## src/rtl/stk_pkg.sv

```systemverilog
package stk_pkg;
  typedef enum logic [2:0] {
    ST_IDLE  = 3'd0,
    ST_WRITE = 3'd1,
    ST_READ  = 3'd2,
    ST_DRAIN = 3'd3,
    ST_FIN   = 3'd4
  } stk_state_e;
endpackage

```

## src/rtl/stk_ptr.sv

```systemverilog
module stk_ptr #(
  parameter int OFS_W = 16,
  parameter int STEP  = 2
) (
  input  logic             clk,
  input  logic             rst_n,
  input  logic             dec_en,
  input  logic             inc_en,
  input  logic             load_en,
  input  logic [OFS_W-1:0] load_val,
  output logic [OFS_W-1:0] sp
);
  localparam logic [OFS_W-1:0] STEP_V  = OFS_W'(STEP);
  localparam logic [OFS_W-1:0] RESET_V = '0 - STEP_V;

  logic [OFS_W-1:0] sp_q, sp_d;
  logic             sp_en;

  always_comb begin
    sp_en = dec_en | inc_en | load_en;
    sp_d  = sp_q;
    if (dec_en)       sp_d = sp_q - STEP_V;
    else if (inc_en)  sp_d = sp_q + STEP_V;
    else if (load_en) sp_d = load_val;
  end

  always_ff @(posedge clk or negedge rst_n) begin
    if (!rst_n)     sp_q <= RESET_V;
    else if (sp_en) sp_q <= sp_d;
  end

  assign sp = sp_q;

  // a decrement from zero lands on the top of the segment
  a_r6_wrap_down: assert property (@(posedge clk) disable iff (!rst_n)
    (dec_en && sp_q == '0) |=> (sp_q == RESET_V));
endmodule

```

## src/rtl/stk_addr_gen.sv

```systemverilog
module stk_addr_gen #(
  parameter int SEG_W     = 16,
  parameter int OFS_W     = 16,
  parameter int SEG_SHIFT = 4
) (
  input  logic [SEG_W-1:0]           seg,
  input  logic [OFS_W-1:0]           ofs,
  output logic [SEG_W+SEG_SHIFT-1:0] phys
);
  localparam int PHYS_W = SEG_W + SEG_SHIFT;

  logic [PHYS_W-1:0] seg_part;
  logic [PHYS_W-1:0] ofs_part;

  always_comb begin
    seg_part = {seg, {SEG_SHIFT{1'b0}}};
    ofs_part = PHYS_W'(ofs);
    phys     = seg_part + ofs_part;
  end
endmodule

```

## src/rtl/stk_seq.sv

```systemverilog
module stk_seq
  import stk_pkg::*;
#(
  parameter int NBYTES = 2,
  parameter int IDX_W  = 1
) (
  input  logic             clk,
  input  logic             rst_n,
  input  logic             push_req,
  input  logic             pop_req,
  input  logic             load_req,
  output logic             acc_push,
  output logic             acc_pop,
  output logic             acc_load,
  output logic             wr_en,
  output logic             rd_en,
  output logic [IDX_W-1:0] idx,
  output logic             cap_en,
  output logic [IDX_W-1:0] cap_idx,
  output logic             sp_inc,
  output logic             busy,
  output logic             done,
  output logic             err
);
  localparam logic [IDX_W-1:0] LAST = IDX_W'(NBYTES - 1);

  stk_state_e       st_q, st_d;
  logic [IDX_W-1:0] idx_q, idx_d;
  logic             cap_q, cap_d;
  logic [IDX_W-1:0] cidx_q;
  logic             err_q, err_d;
  logic             idle;

  always_comb begin
    idle     = (st_q == ST_IDLE);
    acc_push = idle & push_req & ~pop_req;
    acc_pop  = idle & pop_req & ~push_req;
    acc_load = idle & load_req & ~push_req & ~pop_req;
    err_d    = idle & push_req & pop_req;
    cap_d    = (st_q == ST_READ);
    st_d     = st_q;
    idx_d    = idx_q;
    unique case (st_q)
      ST_IDLE: begin
        idx_d = '0;
        if (acc_push)     st_d = ST_WRITE;
        else if (acc_pop) st_d = ST_READ;
      end
      ST_WRITE: begin
        if (idx_q == LAST) st_d = ST_FIN;
        else               idx_d = idx_q + 1'b1;
      end
      ST_READ: begin
        if (idx_q == LAST) st_d = ST_DRAIN;
        else               idx_d = idx_q + 1'b1;
      end
      ST_DRAIN: st_d = ST_FIN;
      ST_FIN:   st_d = ST_IDLE;
      default:  st_d = ST_IDLE;
    endcase
  end

  always_ff @(posedge clk or negedge rst_n) begin
    if (!rst_n) begin
      st_q   <= ST_IDLE;
      idx_q  <= '0;
      cap_q  <= 1'b0;
      cidx_q <= '0;
      err_q  <= 1'b0;
    end else begin
      st_q   <= st_d;
      idx_q  <= idx_d;
      cap_q  <= cap_d;
      cidx_q <= idx_q;
      err_q  <= err_d;
    end
  end

  assign wr_en   = (st_q == ST_WRITE);
  assign rd_en   = (st_q == ST_READ);
  assign idx     = idx_q;
  assign cap_en  = cap_q;
  assign cap_idx = cidx_q;
  assign sp_inc  = (st_q == ST_DRAIN);
  assign busy    = ~idle;
  assign done    = (st_q == ST_FIN);
  assign err     = err_q;

  // completion pulse lasts one cycle
  a_r8_done_single: assert property (@(posedge clk) disable iff (!rst_n)
    done |=> !done);

  // completion follows a write or the final read capture
  a_r8_done_after_access: assert property (@(posedge clk) disable iff (!rst_n)
    done |-> ($past(wr_en) || $past(cap_en)));
endmodule

```

## src/rtl/stack_ptr_unit.sv

```systemverilog
module stack_ptr_unit #(
  parameter int SEG_W     = 16,
  parameter int OFS_W     = 16,
  parameter int SEG_SHIFT = 4,
  parameter int DATA_W    = 16,
  parameter int BYTE_W    = 8
) (
  input  logic                       clk,
  input  logic                       rst_n,
  input  logic [SEG_W-1:0]           seg_base,
  input  logic                       cmd_push,
  input  logic                       cmd_pop,
  input  logic                       cmd_load,
  input  logic [OFS_W-1:0]           load_val,
  input  logic [DATA_W-1:0]          push_data,
  output logic [DATA_W-1:0]          pop_data,
  output logic [OFS_W-1:0]           sp_out,
  output logic [SEG_W+SEG_SHIFT-1:0] mem_addr,
  output logic                       mem_wr,
  output logic                       mem_rd,
  output logic [BYTE_W-1:0]          mem_wdata,
  input  logic [BYTE_W-1:0]          mem_rdata,
  output logic                       busy,
  output logic                       done,
  output logic                       cmd_err
);
  localparam int NBYTES = DATA_W / BYTE_W;
  localparam int IDX_W  = (NBYTES > 1) ? $clog2(NBYTES) : 1;

  logic             acc_push, acc_pop, acc_load;
  logic             wr_en, rd_en, cap_en, sp_inc;
  logic [IDX_W-1:0] idx, cap_idx;
  logic [OFS_W-1:0] sp_q;
  logic [OFS_W-1:0] cur_ofs;

  stk_seq #(.NBYTES(NBYTES), .IDX_W(IDX_W)) u_seq (
    .clk(clk), .rst_n(rst_n),
    .push_req(cmd_push), .pop_req(cmd_pop), .load_req(cmd_load),
    .acc_push(acc_push), .acc_pop(acc_pop), .acc_load(acc_load),
    .wr_en(wr_en), .rd_en(rd_en), .idx(idx),
    .cap_en(cap_en), .cap_idx(cap_idx), .sp_inc(sp_inc),
    .busy(busy), .done(done), .err(cmd_err)
  );

  stk_ptr #(.OFS_W(OFS_W), .STEP(NBYTES)) u_ptr (
    .clk(clk), .rst_n(rst_n),
    .dec_en(acc_push), .inc_en(sp_inc), .load_en(acc_load),
    .load_val(load_val), .sp(sp_q)
  );

  assign cur_ofs = sp_q + OFS_W'(idx);

  stk_addr_gen #(.SEG_W(SEG_W), .OFS_W(OFS_W), .SEG_SHIFT(SEG_SHIFT)) u_addr (
    .seg(seg_base), .ofs(cur_ofs), .phys(mem_addr)
  );

  // write word latched at acceptance
  logic [DATA_W-1:0] wbuf_q, wbuf_d;
  always_comb wbuf_d = acc_push ? push_data : wbuf_q;
  always_ff @(posedge clk or negedge rst_n) begin
    if (!rst_n) wbuf_q <= '0;
    else        wbuf_q <= wbuf_d;
  end

  assign mem_wdata = wbuf_q[int'(idx)*BYTE_W +: BYTE_W];
  assign mem_wr    = wr_en;
  assign mem_rd    = rd_en;
  assign sp_out    = sp_q;

  // read word assembled byte by byte, lowest address in lowest byte
  logic [BYTE_W-1:0] rbuf_q [NBYTES];
  for (genvar b = 0; b < NBYTES; b++) begin : g_rbyte
    logic cap_here;
    assign cap_here = cap_en && (cap_idx == IDX_W'(b));
    always_ff @(posedge clk or negedge rst_n) begin
      if (!rst_n)        rbuf_q[b] <= '0;
      else if (cap_here) rbuf_q[b] <= mem_rdata;
    end
    assign pop_data[b*BYTE_W +: BYTE_W] = rbuf_q[b];
  end

  // pointer stays put across and right after each write
  a_r2_sp_stable_wr: assert property (@(posedge clk) disable iff (!rst_n)
    mem_wr |=> $stable(sp_q));

  // pointer has not moved yet while the word is being read
  a_r3_sp_stable_rd: assert property (@(posedge clk) disable iff (!rst_n)
    mem_rd |-> $stable(sp_q));

  // consecutive reads step one byte inside the segment
  a_r4_rd_step: assert property (@(posedge clk) disable iff (!rst_n)
    (mem_rd && $past(mem_rd)) |-> (cur_ofs == $past(cur_ofs) + 1'b1));

  // a refused pair produces no access and no pointer move
  a_r7_conflict_quiet: assert property (@(posedge clk) disable iff (!rst_n)
    cmd_err |-> (!mem_wr && !mem_rd && $stable(sp_q)));
endmodule

```

## config.mk

```make
export PLATFORM = sky130hd
export DESIGN_NAME = stack_ptr_unit
export DESIGN_NICKNAME = d
export VERILOG_FILES = /design/src/rtl/stk_pkg.sv /design/src/rtl/stk_ptr.sv /design/src/rtl/stk_addr_gen.sv /design/src/rtl/stk_seq.sv /design/src/rtl/stack_ptr_unit.sv
export SDC_FILE = /design/constraint.sdc
export NUM_CORES = 1
export LEC_CHECK = 0
export CAP_MARGIN = 15
export CORE_MARGIN = 3
export CORE_UTILIZATION = 59
export DETAILED_ROUTE_END_ITERATION = 7
export DONT_BUFFER_PORTS = 1
export GPL_TIMING_DRIVEN = 0
export PLACE_DENSITY_LB_ADDON = 0.05
export SLEW_MARGIN = 0
export SYNTH_ARGS = -nofsm -noshare
export SYNTH_HDL_FRONTEND = slang
export SYNTH_SLANG_ARGS = --single-unit
```

## constraint.sdc

```tcl
create_clock -name clk -period 3.8 [get_ports clk]
set_input_delay 0 -clock clk [delete_from_list [all_inputs] [get_ports clk]]
set_output_delay 0 -clock clk [all_outputs]
set_load 0.1 [all_outputs]
```

==> run_results.csv <==
group,metric,value,unit
synth,synth_mux_area_share,7.202,%
drt,dr.pass1.iters,7,
synth,synth_xor_area_share,6.491,%
clocking,clock_latency,320,ps
floorplan,core.rowCount,29,
clocking,cts.sinks,55,
synth,ys_seq_elements,55,
synth,netlist_instances,470,
clocking,clock_tree.root_cell,"clkbuf_8",
final_layout,layout_common_cells,"nand2_1 (71), dfrtp_1 (39), dlygate4sd3_1 (37)",
synth,synth-warning-count,0,
sta,finalHoldViolCount,0,
floorplan,die-width,88.83,um
synth,synth_top_family_by_area,"simple AND/OR/NAND/NOR gates",
clocking,cts_tree,"yes",
placement,hpwl,8167,um
worst_setup_path,path_buf_inv,2,
run,cap_violations,0,
worst_setup_path,cpMaxStageDelayCell,"a211oi_4",
floorplan,ios,126,
synth,avgSynthCellArea,8.612,um2
drt,drt_wl_total,13650,um
sta,fin_crit,4239,ps
final_layout,antenna_cells,0,
min_path,whs_path_depth,3,
worst_setup_path,crit_chain,"buf_6 > nand4_1 > or4_4 > nor2_4 > xor2_1 > ha_1 > buf_8 > a21o_4 > a31oi_4 > o21ai_2 > and2_4 > a211oi_4",
final_layout,final_common_cell,"nand2_1",
drt,route.detailed.drc,0,
worst_setup_path,start_kind,"flip-flop",
worst_setup_path,r2r-end,"u_ptr.sp[15]",
final_layout,syn2layout_area_growth,40.19,%
sta,skew,12.00,ps
drt,wl_per_cell,21.84,um
synth,synth_compound_area_share,18.83,%
grt,antenna_found_initial,0,
placement,gp_congestion,0.8944,
synth,synth_top_area_share,24.73,%
grt,grt_overflow,0,
synth,synth_cell_types,65,
sta,rsz0062_at_grt,"true",
floorplan,dieArea,7890,um2
drt,vias,4139,
final_layout,nets,626,
synth,syn-cell-area,4048,um2
placement,dp_slack,-851.9,ps
clocking,cts.clk_slew.worst_paths,110,ps
placement,port-buffer-count,0,
synth,synth_adder_area_share,5.750,%
min_path,hold_start,"load_val[8]",
worst_setup_path,max_stage_delay,880,ps
sta,finalWorstSetupSlack,-439.2,ps
synth,synthSimpleGateAreaFrac,22.38,%
worst_setup_path,r2r-start,"u_ptr.sp[1]",
sta,final-setup-viol-count,8,
sta,tns,-1764,ps
worst_setup_path,critical_path_required,3800,ps
worst_setup_path,crit_type,"reg -> out",
floorplan,initial_core_util,62.32,%
floorplan,core,6495,um2
floorplan,die_h,88.83,um
grt,grt.total_usage,32.11,%
worst_setup_path,cp.arrival,4240,ps
clocking,clock_path_buffers,2,
worst_setup_path,worstRegToRegCells,10,
sta,fmax,235.9,MHz
drt,drt_iter0_markers,330,
synth,synth_edf_count,0,
worst_setup_path,worst_setup_path_end_kind,"output port",
sta,slew_viol_final,0,
synth,synth_flop_cell,"dfrtp_1",
worst_setup_path,cp_max_fo,6,
clocking,ctsHtreeMaxLevel,2,
run_status,violations,"negative setup slack",
synth,synthTopCellsByArea,"dfrtp_1 (25%), dfstp_2 (9.7%), mux2_2 (7.0%)",
drt,viasPerCell,6.622,
sta,tightest_slew,1225,ps
grt,grt_pass1_wl,19490,um
drt,ant_nets,0,
final_layout,fillers,336,
sta,fin_crit_sh,111.6,%
final_layout,drive_gt1_share,32.12,%
final_layout,fin_util,87.36,%
synth,syn-num-nets,549,
grt,grt_pass1_vias,4031,
clocking,cts-buffers-inserted,5,
worst_setup_path,path_delay_family,"compound AO/OA/AOI/OAI gates",
min_path,min_to,"u_ptr.sp[8]",
synth,yosysTopAreaCell,"dfrtp_1",
run_status,status,"finished with violations",
worst_setup_path,regToRegSetupSlack,1060,ps
sta,max_slew_margin,17.91,%
synth,synthArstFlopShare,100.0,%
min_path,min_path_type,"in -> reg",
synth,ys_seq_area_share,34.47,%
grt,grt_max_degree,56,
sta,whs,21.09,ps
==> kinds of logic (layout without fill, tap and decap cells) <==
group / after synthesis / count (layout)
AOI/OAI and AO/OA: 115 / 115
xor gates and xnor gates: 30 / 30
adders and majority gates: 18 / 18
buffers and inverters: 45 / 123
DFF: 55 / 55
muxes: 26 / 26
and+or+nand+nor: 181 / 181
==> what timing repair did <==
| item | in CTS | in global routing |
|---|---|---|
| pin swaps | 19 | 30 |
| hold endpoints to repair | 98 | 0 |
| hold buffers | 38 | 0 |
| setup buffers | 23 | 9 |
| resized for setup | 53 | 42 |
| gates cloned | 0 | 0 |
| setup endpoints to repair | 12 | 10 |
==> stage by stage <==
step / std cells / cell area (um2)
floorplan: 470 / 4217
global placement: 547 / 4313
detailed placement: 551 / 4471
CTS: 616 / 5389
global route: 625 / 5674
finish: 625 / 5674
==> synth_stat cells, drive strengths merged (11+ instances only) <==
cell    instances
mux2           25
nor2           30
nor3           13
clkbuf         22
a21oi          30
buf            12
xnor2          21
dfstp          15
o21ai          25
inv            11
nand4          12
dfrtp          40
nand2          73
ha             17
==> per-layer routing <==
metal  global-route usage [%]  vias to the layer above  part of all wire [%]
li1                         -                     1855                     -
met1                    37.51                     2014                    38
met2                    55.33                      221                    50
met3                    8.287                       49                   8.7
met4                    14.15                        0                   3.2
met5                        0                        -                     0
==> state kept, by name, indices dropped and copies added, names as in the netlist <==
signal,count
pop_data,16
u_ptr.sp,16
wbuf_q,16
u_seq.st_q,3
u_seq.cap_en,1
u_seq.cap_idx,1
u_seq.err,1
u_seq.idx,1
==> cell type report <==
type | instances | area [um2] | area share (%)
inverters | 11 | 41.29 | 0.7277
multi-input cells | 370 | 3037 | 53.52
flip-flops and latches | 55 | 1448 | 25.51
clock buffers | 6 | 82.58 | 1.455
plain buffers | 30 | 205.2 | 3.616
repair buffers | 74 | 748.2 | 13.19
clock inverters | 2 | 16.27 | 0.2867
well taps | 77 | 96.34 | 1.698
==> worst max-delay path by stage <==
stage                    to          from  cells past startpoint  slack [ps]
2_1_floorplan  mem_addr[10]   u_ptr.sp[2]                      9        -190
3_3_place_gp   mem_addr[14]   u_ptr.sp[0]                      9        -680
3_5_place_dp   mem_addr[14]   u_ptr.sp[0]                      9        -850
4_1_cts        mem_addr[19]   u_ptr.sp[7]                     13        -460
5_1_grt        mem_addr[19]  u_ptr.sp[11]                     12        -560
6_report       mem_addr[19]   u_ptr.sp[4]                     12        -440
==> worst reg2reg max path, stage by stage (launching register included) <==
cell      delay [ps]
dfstp_4          610
buf_8            170
buf_4            130
buf_4            170
inv_1             60
ha_1             190
nor3b_1          490
nand2b_4          80
or4_4            430
mux2i_1          130
a32oi_1          200
Power is not shown: default switching activity piles up to over one toggle a cycle in this logic, so the estimate is an artifact.
